<file path="config.mk">
export PLATFORM = sky130hd
export DESIGN_NAME = pport_bank_map
export DESIGN_NICKNAME = d
export VERILOG_FILES = /design/src/rtl/pport_pkg.sv /design/src/rtl/pport_window_decode.sv /design/src/rtl/pport_target_sel.sv /design/src/rtl/pport_ctrl_reg.sv /design/src/rtl/pport_bank_map.sv
export SDC_FILE = /design/constraint.sdc
export NUM_CORES = 1
export LEC_CHECK = 0
export BUFFER_PORTS_ARGS = -buffer_cell sky130_fd_sc_hd__buf_4
export CAP_MARGIN = 5
export CELL_PAD_IN_SITES_DETAIL_PLACEMENT = 0
export CELL_PAD_IN_SITES_GLOBAL_PLACEMENT = 1
export CORE_MARGIN = 2
export CORE_UTILIZATION = 19
export CTS_CLUSTER_DIAMETER = 100
export DETAILED_ROUTE_END_ITERATION = 16
export PLACE_DENSITY_LB_ADDON = 0.2
export REMOVE_ABC_BUFFERS = 1
export SLEW_MARGIN = 30
export SYNTH_ARGS = -nofsm -noshare
export SYNTH_HDL_FRONTEND = slang
export SYNTH_SLANG_ARGS = --single-unit
</file>
<file path="constraint.sdc">
create_clock -name clk -period 3.42 [get_ports clk]
set_clock_uncertainty 0.05 [all_clocks]
set_input_delay 0.342 -clock clk [delete_from_list [all_inputs] [get_ports clk]]
set_output_delay 0.342 -clock clk [all_outputs]
set_load 0.05 [all_outputs]
</file>
<file path="src/rtl/pport_pkg.sv">
package pport_pkg;

    localparam int CTRL_W = 3;
    localparam int TGT_N  = 5;

    // control bit positions
    localparam int BIT_LO = 0;
    localparam int BIT_HI = 1;
    localparam int BIT_IO = 2;

    // one-hot target positions
    localparam int TGT_RAM   = 0;
    localparam int TGT_BASIC = 1;
    localparam int TGT_KERN  = 2;
    localparam int TGT_CHAR  = 3;
    localparam int TGT_IO    = 4;

    typedef enum logic [2:0] {
        WIN_PLAIN = 3'd0,
        WIN_LOW   = 3'd1,  // $A000-$BFFF
        WIN_MID   = 3'd2,  // $D000-$DFFF
        WIN_TOP   = 3'd3,  // $E000-$FFFF
        WIN_PORT  = 3'd4   // $0000 / $0001
    } window_e;

    typedef struct packed {
        logic [CTRL_W-1:0] ctrl;
    } ctrl_state_t;

endpackage

</file>
<file path="src/rtl/pport_window_decode.sv">
module pport_window_decode
    import pport_pkg::*;
#(
    parameter int ADDR_W    = 16,
    parameter int DDR_ADDR  = 0,
    parameter int PORT_ADDR = 1
) (
    input  logic [ADDR_W-1:0] addr,
    output window_e           win,
    output logic              port_hit
);

    localparam logic [ADDR_W-1:0] DDR_A  = ADDR_W'(DDR_ADDR);
    localparam logic [ADDR_W-1:0] PORT_A = ADDR_W'(PORT_ADDR);
    localparam logic [2:0] LOW_TAG = 3'b101;
    localparam logic [3:0] MID_TAG = 4'b1101;
    localparam logic [2:0] TOP_TAG = 3'b111;

    logic [2:0] top3;
    logic [3:0] top4;

    always_comb begin
        top3     = addr[ADDR_W-1 -: 3];
        top4     = addr[ADDR_W-1 -: 4];
        port_hit = (addr == PORT_A);
        if ((addr == DDR_A) || (addr == PORT_A)) begin
            win = WIN_PORT;
        end else if (top3 == LOW_TAG) begin
            win = WIN_LOW;
        end else if (top4 == MID_TAG) begin
            win = WIN_MID;
        end else if (top3 == TOP_TAG) begin
            win = WIN_TOP;
        end else begin
            win = WIN_PLAIN;
        end
    end

endmodule

</file>
<file path="src/rtl/pport_target_sel.sv">
module pport_target_sel
    import pport_pkg::*;
(
    input  window_e            win,
    input  logic [CTRL_W-1:0]  ctrl,
    input  logic               we,
    output logic [TGT_N-1:0]   sel
);

    logic lo, hi, io, any_rom;
    int unsigned tgt;
    logic        tgt_vld;

    always_comb begin
        lo      = ctrl[BIT_LO];
        hi      = ctrl[BIT_HI];
        io      = ctrl[BIT_IO];
        any_rom = lo | hi;
        tgt     = TGT_RAM;
        tgt_vld = 1'b1;
        unique case (win)
            WIN_PORT:  tgt_vld = 1'b0;
            WIN_LOW:   tgt = (lo && hi && !we) ? TGT_BASIC : TGT_RAM;
            WIN_MID: begin
                if (!any_rom)  tgt = TGT_RAM;
                else if (io)   tgt = TGT_IO;
                else           tgt = we ? TGT_RAM : TGT_CHAR;
            end
            WIN_TOP:   tgt = (hi && !we) ? TGT_KERN : TGT_RAM;
            default:   tgt = TGT_RAM;
        endcase
    end

    for (genvar i = 0; i < TGT_N; i++) begin : g_sel
        assign sel[i] = tgt_vld && (tgt == i);
    end

endmodule

</file>
<file path="src/rtl/pport_ctrl_reg.sv">
module pport_ctrl_reg
    import pport_pkg::*;
#(
    parameter logic [CTRL_W-1:0] RESET_VAL = '1
) (
    input  logic              clk,
    input  logic              rst_n,
    input  logic              wr_en,
    input  logic [CTRL_W-1:0] wr_val,
    output logic [CTRL_W-1:0] ctrl
);

    ctrl_state_t st_d, st_q;

    always_comb begin
        st_d = st_q;
        if (wr_en) begin
            st_d.ctrl = wr_val;
        end
    end

    always_ff @(posedge clk or negedge rst_n) begin
        if (!rst_n) begin
            st_q <= '{ctrl: RESET_VAL};
        end else begin
            st_q <= st_d;
        end
    end

    assign ctrl = st_q.ctrl;

endmodule

</file>
<file path="src/rtl/pport_bank_map.sv">
module pport_bank_map
    import pport_pkg::*;
#(
    parameter int ADDR_W    = 16,
    parameter int DATA_W    = 8,
    parameter int DDR_ADDR  = 0,
    parameter int PORT_ADDR = 1,
    parameter logic [CTRL_W-1:0] RESET_VAL = 3'b111
) (
    input  logic               clk,
    input  logic               rst_n,
    input  logic [ADDR_W-1:0]  cpu_addr,
    input  logic               cpu_we,
    input  logic [DATA_W-1:0]  cpu_wdata,
    output logic [TGT_N-1:0]   tgt_sel,
    output logic [DATA_W-1:0]  port_rdata,
    output logic [CTRL_W-1:0]  ctrl_bits
);

    localparam int PAD_W = DATA_W - CTRL_W;

    window_e win;
    logic    port_hit;
    logic    port_wr;
    logic    unused_wdata;

    pport_window_decode #(
        .ADDR_W   (ADDR_W),
        .DDR_ADDR (DDR_ADDR),
        .PORT_ADDR(PORT_ADDR)
    ) u_win (
        .addr    (cpu_addr),
        .win     (win),
        .port_hit(port_hit)
    );

    assign port_wr      = port_hit && cpu_we;
    assign unused_wdata = ^cpu_wdata[DATA_W-1:CTRL_W];

    pport_ctrl_reg #(
        .RESET_VAL(RESET_VAL)
    ) u_reg (
        .clk   (clk),
        .rst_n (rst_n),
        .wr_en (port_wr),
        .wr_val(cpu_wdata[CTRL_W-1:0]),
        .ctrl  (ctrl_bits)
    );

    pport_target_sel u_sel (
        .win (win),
        .ctrl(ctrl_bits),
        .we  (cpu_we),
        .sel (tgt_sel)
    );

    always_comb begin
        port_rdata = '0;
        if (port_hit && !cpu_we) begin
            port_rdata = {{PAD_W{1'b0}}, ctrl_bits};
        end
    end

endmodule

</file>
==> results.toml, run 1 <==
[clock_network]
htreeDepth = 1
numCtsBuffers = 3
cts-root-buf = "clkbuf_4"
clock_path_buffers = 2
cts_tree = "done"
cts_resized = 0
clkSinkCount = 3
cts_setup_buffers = 0
worstSkewPairLatency_ps = 230
clk_pin_slew_ps = 40

[die]
core_sq_um = 1560
die_width_um = 45.5
die_h_um = 45.5
row_count = 14
io_pins = 43
die_area_sq_um = 2070
start_util = 0.209

[place]
port_buffers = 32
dp_slack_ps = 1430
dp.cells = 82
gp_congestion = 0.646
hpwl_um = 824

[setup_path]
crit_chain = "nor2_1 -> or4b_1 -> nor3_2 -> nor4_1 -> buf_4"
crit_path_max_incr_delay_ps = 580
required_ps = 3030
cpLargestDelayFamily = "simple AND/OR/NAND/NOR gates"
crit_slowest_cell = "dfstp_2"
rrSetupSlack_ps = 2570
path_max_fanout = 6
cp.buffers_inverters = 1
worstSetupStartpointType = "register"
end_kind = "output pin"
arrival_ps = 1840
worst-setup-path-type = "reg -> out"

[sta]
rsz0062_at_grt = "false"
setup_violations = 0
period_share = 0.652
hold_viol = 0
fmax_mhz = 448
postLayoutSetupSlackWorst_ps = 1190
drv_slew = 0
period_minus_slack_ps = 2230
fin_setup_tns_ps = 0

[synth]
synthCells = 35
synthDistinctLibCells = 18
syn_area_sq_um = 327
ys_warn_count = 0
ys_seq_area_frac = 0.241
ys_seq_elements = 3
synth_area_per_cell_sq_um = 9.33

[grt]
first_global_vias = 369
grt_pass1_wl_um = 1480
grt_max_degree = 7
antenna_found_initial = 0
globalRoute.totalOverflow = 0
grt_usage = 0.0997

[route]
top_layer = "met3"
route.met3.wl_um = 43
wl_per_cell_um = 10.8
ant_nets = 0
totalWireLength_um = 941
wl_met2_um = 511
drtIter0Drc = 1
met1Wirelength_um = 385
route.vias.total = 368
drc = 0
viasPerCell = 4.23
dr.pass1.iters = 2

[final_layout]
multi_input_area_sq_um = 221
final_layout_size_suffix_gt1_frac = 0.634
layout.nets = 99
nFillCells = 170
seq_area_sq_um = 78.8
num_antenna_cells = 0
largest_reg_flops = 3
instances_no_fill = 87
syn_to_final_growth_pct = 83.9

[run_status]
outcome = "finished clean"

[power]
p_leak_nw = 0.310
powerDensity_nw_per_um2 = 223
vdd_drop_max_v = 0.0000806

[flow_run]
maxCapViolCount = 0

[min_path]
worstHoldPathType = "in -> reg"
layout by cell type (no fill, tap or decap):
cell type	count
buf_4	32
nor2b_1	1
nor4_1	4
nor2_1	3
nor3_1	2
and4b_1	2
or4b_1	1
and2_2	1
and3_2	1
conb_1	5
clkbuf_1	1
and3_1	1
o2111a_1	1
dlygate4sd3_1	1
inv_1	1
dfstp_2	3
mux2_4	3
nand2_1	3
nor3_2	1
nand4_4	1
clkbuf_4	3
logic make-up after synthesis:
group	Yosys count	synth area share
and+or+nand+nor	21	0.448
buffers and inverters	6	0.126
muxes	3	0.138
DFF	3	0.241
AOI/OAI and AO/OA	1	0.0345
other	1	0.0115
synthesized netlist by cell type:
cell | number | area share
and2_2 | 1 | 0.023
and3_1 | 1 | 0.019
and3_2 | 1 | 0.023
and4b_1 | 2 | 0.061
buf_4 | 5 | 0.11
conb_1 | 1 | 0.011
dfstp_2 | 3 | 0.24
inv_1 | 1 | 0.011
mux2_4 | 3 | 0.14
nand2_1 | 3 | 0.034
nand4_4 | 1 | 0.065
nor2_1 | 3 | 0.034
nor2b_1 | 1 | 0.019
nor3_1 | 2 | 0.031
nor3_2 | 1 | 0.031
nor4_1 | 4 | 0.077
o2111a_1 | 1 | 0.034
or4b_1 | 1 | 0.031
routing by layer:
layer | vias up | global-route usage
li1 | 194 | -
met1 | 162 | 0.126
met2 | 12 | 0.163
met3 | 0 | 0
met4 | 0 | 0.0706
met5 | - | 0
repair_timing:
action                                  CTS  global route
endpoints found under the setup margin    0             0
endpoints found under the hold margin     2             0
hold buffers                              1             0
final timing paths:
check                                          start  cells after the start                   endpoint
setup / recovery           u_reg.ctrl[0]$_DFFE_PN1P_                      5                 tgt_sel[0]
max in group asynchronous                      rst_n                      2  u_reg.ctrl[0]$_DFFE_PN1P_
min in group asynchronous                      rst_n                      2  u_reg.ctrl[2]$_DFFE_PN1P_
hold / removal                          cpu_wdata[1]                      2  u_reg.ctrl[1]$_DFFE_PN1P_
setup reg to reg           u_reg.ctrl[0]$_DFFE_PN1P_                      1  u_reg.ctrl[0]$_DFFE_PN1P_
hold reg to reg            u_reg.ctrl[1]$_DFFE_PN1P_                      1  u_reg.ctrl[1]$_DFFE_PN1P_
report_power, final:
group          switching (mW)  internal, mW  total (mW)
logic                  0.0198        0.0172      0.0370
registers           0.0000189        0.0359      0.0359
clock network          0.0171        0.0436      0.0607
stage by stage:
| step | instance area, sq um | hold WS, ps | utilization | total power [mW] |
|---|---|---|---|---|
| 2_1_floorplan | 304 | 144 | - | 0.0503 |
| 3_3_place_gp | 564 | 244 | 0.362 | 0.0722 |
| 3_5_place_dp | 564 | 247 | 0.362 | 0.0725 |
| 4_1_cts | 601 | 286 | 0.385 | 0.137 |
| 5_1_grt | 601 | 290 | 0.385 | 0.139 |
| 6_report | 601 | 293 | 0.385 | 0.134 |
layout make-up:
cell class / count / area share
flip-flops and latches: 3 / 0.131
multi-input cells: 30 / 0.369
clock buffers: 4 / 0.0438
repair buffers: 33 / 0.417
well taps: 16 / 0.0333
inverters: 1 / 0.00625
Note: power is estimated with default switching activity, not from simulation.
==> run 2, diff against run 1 <==
- CORE_UTILIZATION: 19 -> 16
- clock period: 3.42 -> 1.9 ns (I/O delays scaled with it)
==> results.toml, run 2 (synthesized netlist as in run 1, its figures left out) <==
[run_status]
outcome = "finished with violations"
violations = "setup timing"

[final_layout]
layout.nets = 101
largest_reg_flops = 3
fin_area_sq_um = 653
final_common_cell = "buf_4"
syn_to_final_growth_pct = 100
num_antenna_cells = 0
layout_common_cells = "buf_4, conb_1, nor4_1"
fin_util = 0.336
instances_no_fill = 100
final_layout_size_suffix_gt1_frac = 0.685

[setup_path]
crit_slowest_cell = "dfstp_2"
crit_chain = "nor2_2 -> or4b_4 -> nor3_4 -> nor4_1 -> buf_4"
path_max_fanout = 2
arrival_ps = 1730
cp.buffers_inverters = 1
worst-setup-path-type = "reg -> out"
cpLargestDelayFamily = "simple AND/OR/NAND/NOR gates"
worstSetupStartpointType = "register"
required_ps = 1660
crit_path_max_incr_delay_ps = 530
end_kind = "output pin"

[die]
start_util = 0.168
die_h_um = 49.2
core_sq_um = 1940
die_width_um = 49.2
die_area_sq_um = 2420
io_pins = 43
row_count = 16

[grt]
grt_usage = 0.0921
globalRoute.totalOverflow = 0
antenna_found_initial = 0
first_global_vias = 416
grt_pass1_wl_um = 1700
grt_max_degree = 6

[place]
port_buffers = 32
gp_congestion = 0.685
hpwl_um = 843
placed_area_sq_um = 586
dp_slack_ps = 110
dp.cells = 94

[route]
totalWireLength_um = 995
drtIter0Drc = 0
viasPerCell = 3.81
route.vias.total = 381
ant_nets = 0
drc = 0
dr.pass1.iters = 1
wl_per_cell_um = 9.95

[sta]
period_minus_slack_ps = 1970
rsz0062_at_grt = "true"
postLayoutSetupSlackWorst_ps = -71.6
fmax_mhz = 507
drv_slew = 0
hold_viol = 0
period_share = 1.04
hold-worst-slack_ps = 141
setup_violations = 2

[clock_network]
cts-root-buf = "clkbuf_4"
clkSinkCount = 3
cts_tree = "done"
clk_pin_slew_ps = 30
htreeDepth = 1
worstSkewPairLatency_ps = 230
clock_path_buffers = 2
numCtsBuffers = 3

[flow_run]
maxCapViolCount = 0

[power]
powerDensity_nw_per_um2 = 371
p_leak_nw = 0.321
vdd_drop_max_v = 0.000211

[min_path]
worstHoldPathType = "in -> reg"
-- run 2: cell count changes in the layout (fill, tap and decap cells not counted), sizes merged --
cell	change
buf	+2
-- run 2: path summary, 6_finish.rpt --
check	start	endpoint	slack (ps)	cells after the start
min	cpu_wdata[1]	u_reg.ctrl[1]$_DFFE_PN1P_	140	2
min reg2reg	u_reg.ctrl[2]$_DFFE_PN1P_	u_reg.ctrl[2]$_DFFE_PN1P_	610	1
max	u_reg.ctrl[1]$_DFFE_PN1P_	tgt_sel[0]	-70	5
max reg2reg	u_reg.ctrl[0]$_DFFE_PN1P_	u_reg.ctrl[0]$_DFFE_PN1P_	1000	2
max in group asynchronous	rst_n	u_reg.ctrl[1]$_DFFE_PN1P_	1370	2
min in group asynchronous	rst_n	u_reg.ctrl[0]$_DFFE_PN1P_	410	2
-- run 2: stage by stage --
stage               total power, mW  TNS [ps]
CTS                           0.247      -142
global placement              0.130         0
global route                  0.259      -309
finish                        0.242     -97.8
detailed placement            0.131         0
floorplan                    0.0905     -1890
-- run 2: power breakdown --
part           switching (mW)  internal (mW)  total [mW]
sequential          0.0000249         0.0646      0.0646
combinational          0.0371         0.0311      0.0683
clock                  0.0306         0.0786       0.109
total                  0.0677          0.174       0.242
-- run 2: final cells by class --
class                      count  area, sq um
fill                         215         1290
timing repair buffer          35          269
sequential                     3         78.8
clock buffer                   4         26.3
multi-input combinational     30          241
inverter                       1         3.75
tap                           27         33.8
-- run 2: layer usage --
layer / up-vias / share of wire / wire [um] / global-route usage
li1: 198 / - / - / -
met1: 169 / 0.35 / 353 / 0.0962
met2: 14 / 0.58 / 576 / 0.164
met3: 0 / 0.065 / 65 / 0.0215
met4: 0 / 0 / 0 / 0.0571
met5: - / 0 / 0 / 0
-- run 2: worst register-to-register path: cells and delay by family (launching register included) --
family	cells	cell delay, ps
mux	1	140
buf+inv	1	130
flops	1	530
-- run 2: repair_timing --
| action | CTS | global route |
|---|---|---|
| endpoints found under the setup margin | 3 | 4 |
| hold buffers | 1 | 0 |
| endpoints found under the hold margin | 3 | 0 |
| resized for setup | 4 | 2 |
| buffers inserted | 1 | 0 |
==> run 3, diff against run 2 <==
- CORE_UTILIZATION: 16 -> 17
- SETUP_SLACK_MARGIN: unset -> 0.2
- SYNTH_HIERARCHICAL: unset -> 1
==> results.toml, run 3 <==
[power]
intPower_mw = 0.180
seqPwrFrac = 0.253
powerDensity_nw_per_um2 = 332
p_sw_frac = 0.297
p_leak_nw = 0.347
clkPwrFrac = 0.427
p_switching_mw = 0.0760
vdd_drop_max_v = 0.000235
combPwrFrac = 0.320

[route]
dr.pass1.iters = 2
route.vias.total = 446
totalWireLength_um = 1200
drtIter0Drc = 2
viasPerCell = 4.21
ant_nets = 0
wl_per_cell_um = 11.3
drc = 0

[sta]
fin_setup_tns_ps = 0
hold_viol = 0
period_minus_slack_ps = 1700
drv_slew = 0
fmax_mhz = 589
period_share = 0.893
rsz0062_at_grt = "true"
setup_violations = 0

[clock_network]
htreeDepth = 1
cts_tree = "done"
numCtsBuffers = 3
worstSkewPairLatency_ps = 230
clock_path_buffers = 2
clkSinkCount = 3
clk_pin_slew_ps = 30
cts-root-buf = "clkbuf_4"

[die]
io_pins = 43
row_count = 16
die_width_um = 48.6
start_util = 0.176
die_area_sq_um = 2360
die_h_um = 48.6
core_sq_um = 1920

[setup_path]
arrival_ps = 1460
end_kind = "output pin"
reg2reg_depth = 2
required_ps = 1660
worstSetupStartpointType = "register"
path_max_fanout = 3
worst-setup-path-type = "reg -> out"

[place]
port_buffers = 32
hpwl_um = 828
gp_congestion = 0.604
dp.cells = 97
placed_area_sq_um = 597

[grt]
grt_max_degree = 8
grt_usage = 0.0995
first_global_vias = 415
antenna_found_initial = 0
grt_pass1_wl_um = 1860
globalRoute.totalOverflow = 0

[synth]
ys_seq_area_frac = 0.233
synthCells = 38
synth_area_per_cell_sq_um = 8.89
synth_flop_cell = "dfstp_2"
synthDistinctLibCells = 20
synth.top_cells.by_count = "buf_4, nor2_1"
syn_area_sq_um = 338
ys_warn_count = 6
synthArstFlopShare = 1.00
synth_edf_count = 0
synth_top_area_frac = 0.233
synthTopCellsByArea = "dfstp_2, buf_4, mux2_2"
ys_seq_elements = 3
yosysTopAreaCell = "dfstp_2"

[final_layout]
fin_area_sq_um = 771
final_common_cell = "buf_4"
largest_reg_flops = 3
instances_no_fill = 106
final_layout_size_suffix_gt1_frac = 0.734
layout_common_cells = "buf_4, buf_6, conb_1"
layout.nets = 107
num_antenna_cells = 0
syn_to_final_growth_pct = 128

[run_status]
outcome = "finished clean"

[min_path]
hold-path-cell-count = 2
worstHoldPathType = "in -> reg"

[flow_run]
maxCapViolCount = 0
## run 3: cell types whose count changed after synthesis, sizes merged, moves of 2 or more
cell	before	now
and3	2	0
nor2	3	5
and3b	0	3
and4b	2	0
nand2	3	0
and2	1	3
## run 3: cells by family (layout without fill, tap and decap cells)
logic type | count (synthesis) | count (layout) | share of synthesized area
AO/OA/AOI/OAI | 3 | 3 | 0.0778
buffers and inverters | 6 | 43 | 0.122
flip-flops | 3 | 3 | 0.233
multiplexers | 3 | 3 | 0.100
other | 1 | 5 | 0.0111
AND/OR/NAND/NOR | 22 | 22 | 0.456
## run 3: metrics by stage
step / power [mW] / util / hold WS [ps] / setup WS (ps)
floorplan: 0.0955 / - / -7.84 / -837
global placement: 0.133 / 0.311 / 96.9 / 102
detailed placement: 0.133 / 0.311 / 99.1 / 126
CTS: 0.252 / 0.357 / 139 / 195
global route: 0.273 / 0.401 / 140 / 139
finish: 0.256 / 0.401 / 149 / 203
## run 3: power groups by stage
stage / Sequential [mW] / Clock [mW] / Combinational [mW]
finish: 0.0646 / 0.109 / 0.0819
global route: 0.0646 / 0.121 / 0.0876
CTS: 0.0646 / 0.116 / 0.0720
detailed placement: 0.0652 / 0 / 0.0683
global placement: 0.0652 / 0 / 0.0679
floorplan: 0.0653 / 0 / 0.0302
## run 3: per-layer routing
metal,vias to the layer above,track usage,routed length (um)
met5,-,0,0
met3,0,0.0432,134
met2,22,0.150,613
li1,213,-,-
met1,211,0.123,452
met4,0,0.0429,0
## run 3: worst paths after layout
path | slack (ps) | from | end
worst max-delay path | 200 | u_reg/ctrl[1]$_DFFE_PN1P_ | tgt_sel[3]
max in group asynchronous | 1370 | rst_n | u_reg/ctrl[2]$_DFFE_PN1P_
worst min register to register | 720 | u_reg/ctrl[0]$_DFFE_PN1P_ | u_reg/ctrl[0]$_DFFE_PN1P_
min in group asynchronous | 410 | rst_n | u_reg/ctrl[0]$_DFFE_PN1P_
worst max register to register | 990 | u_reg/ctrl[1]$_DFFE_PN1P_ | u_reg/ctrl[1]$_DFFE_PN1P_
worst min-delay path | 150 | cpu_wdata[2] | u_reg/ctrl[2]$_DFFE_PN1P_
## run 3: cell type report
type                            count  area [sq um]
Fill cell                         211          1150
Timing Repair Buffer               38           318
Multi-Input combinational cell     33           310
Sequential cell                     3          78.8
Tap cell                           27          33.8
Clock buffer                        4          26.3
Inverter                            1          3.75
## run 3: timing repair
action / 4_1_cts / 5_1_grt
resized for setup: 8 / 13
pin swaps: 2 / 4
hold buffers: 1 / 0
setup endpoints to repair: 7 / 7
setup buffers: 3 / 1
endpoints found under the hold margin: 3 / 0
## run 3: worst max-delay path, cell delays in order, from the launching register on
cell and delay (ps):
dfstp_2 540, nor2_2 50, or3_4 340, nor3_4 120
buf_6 170
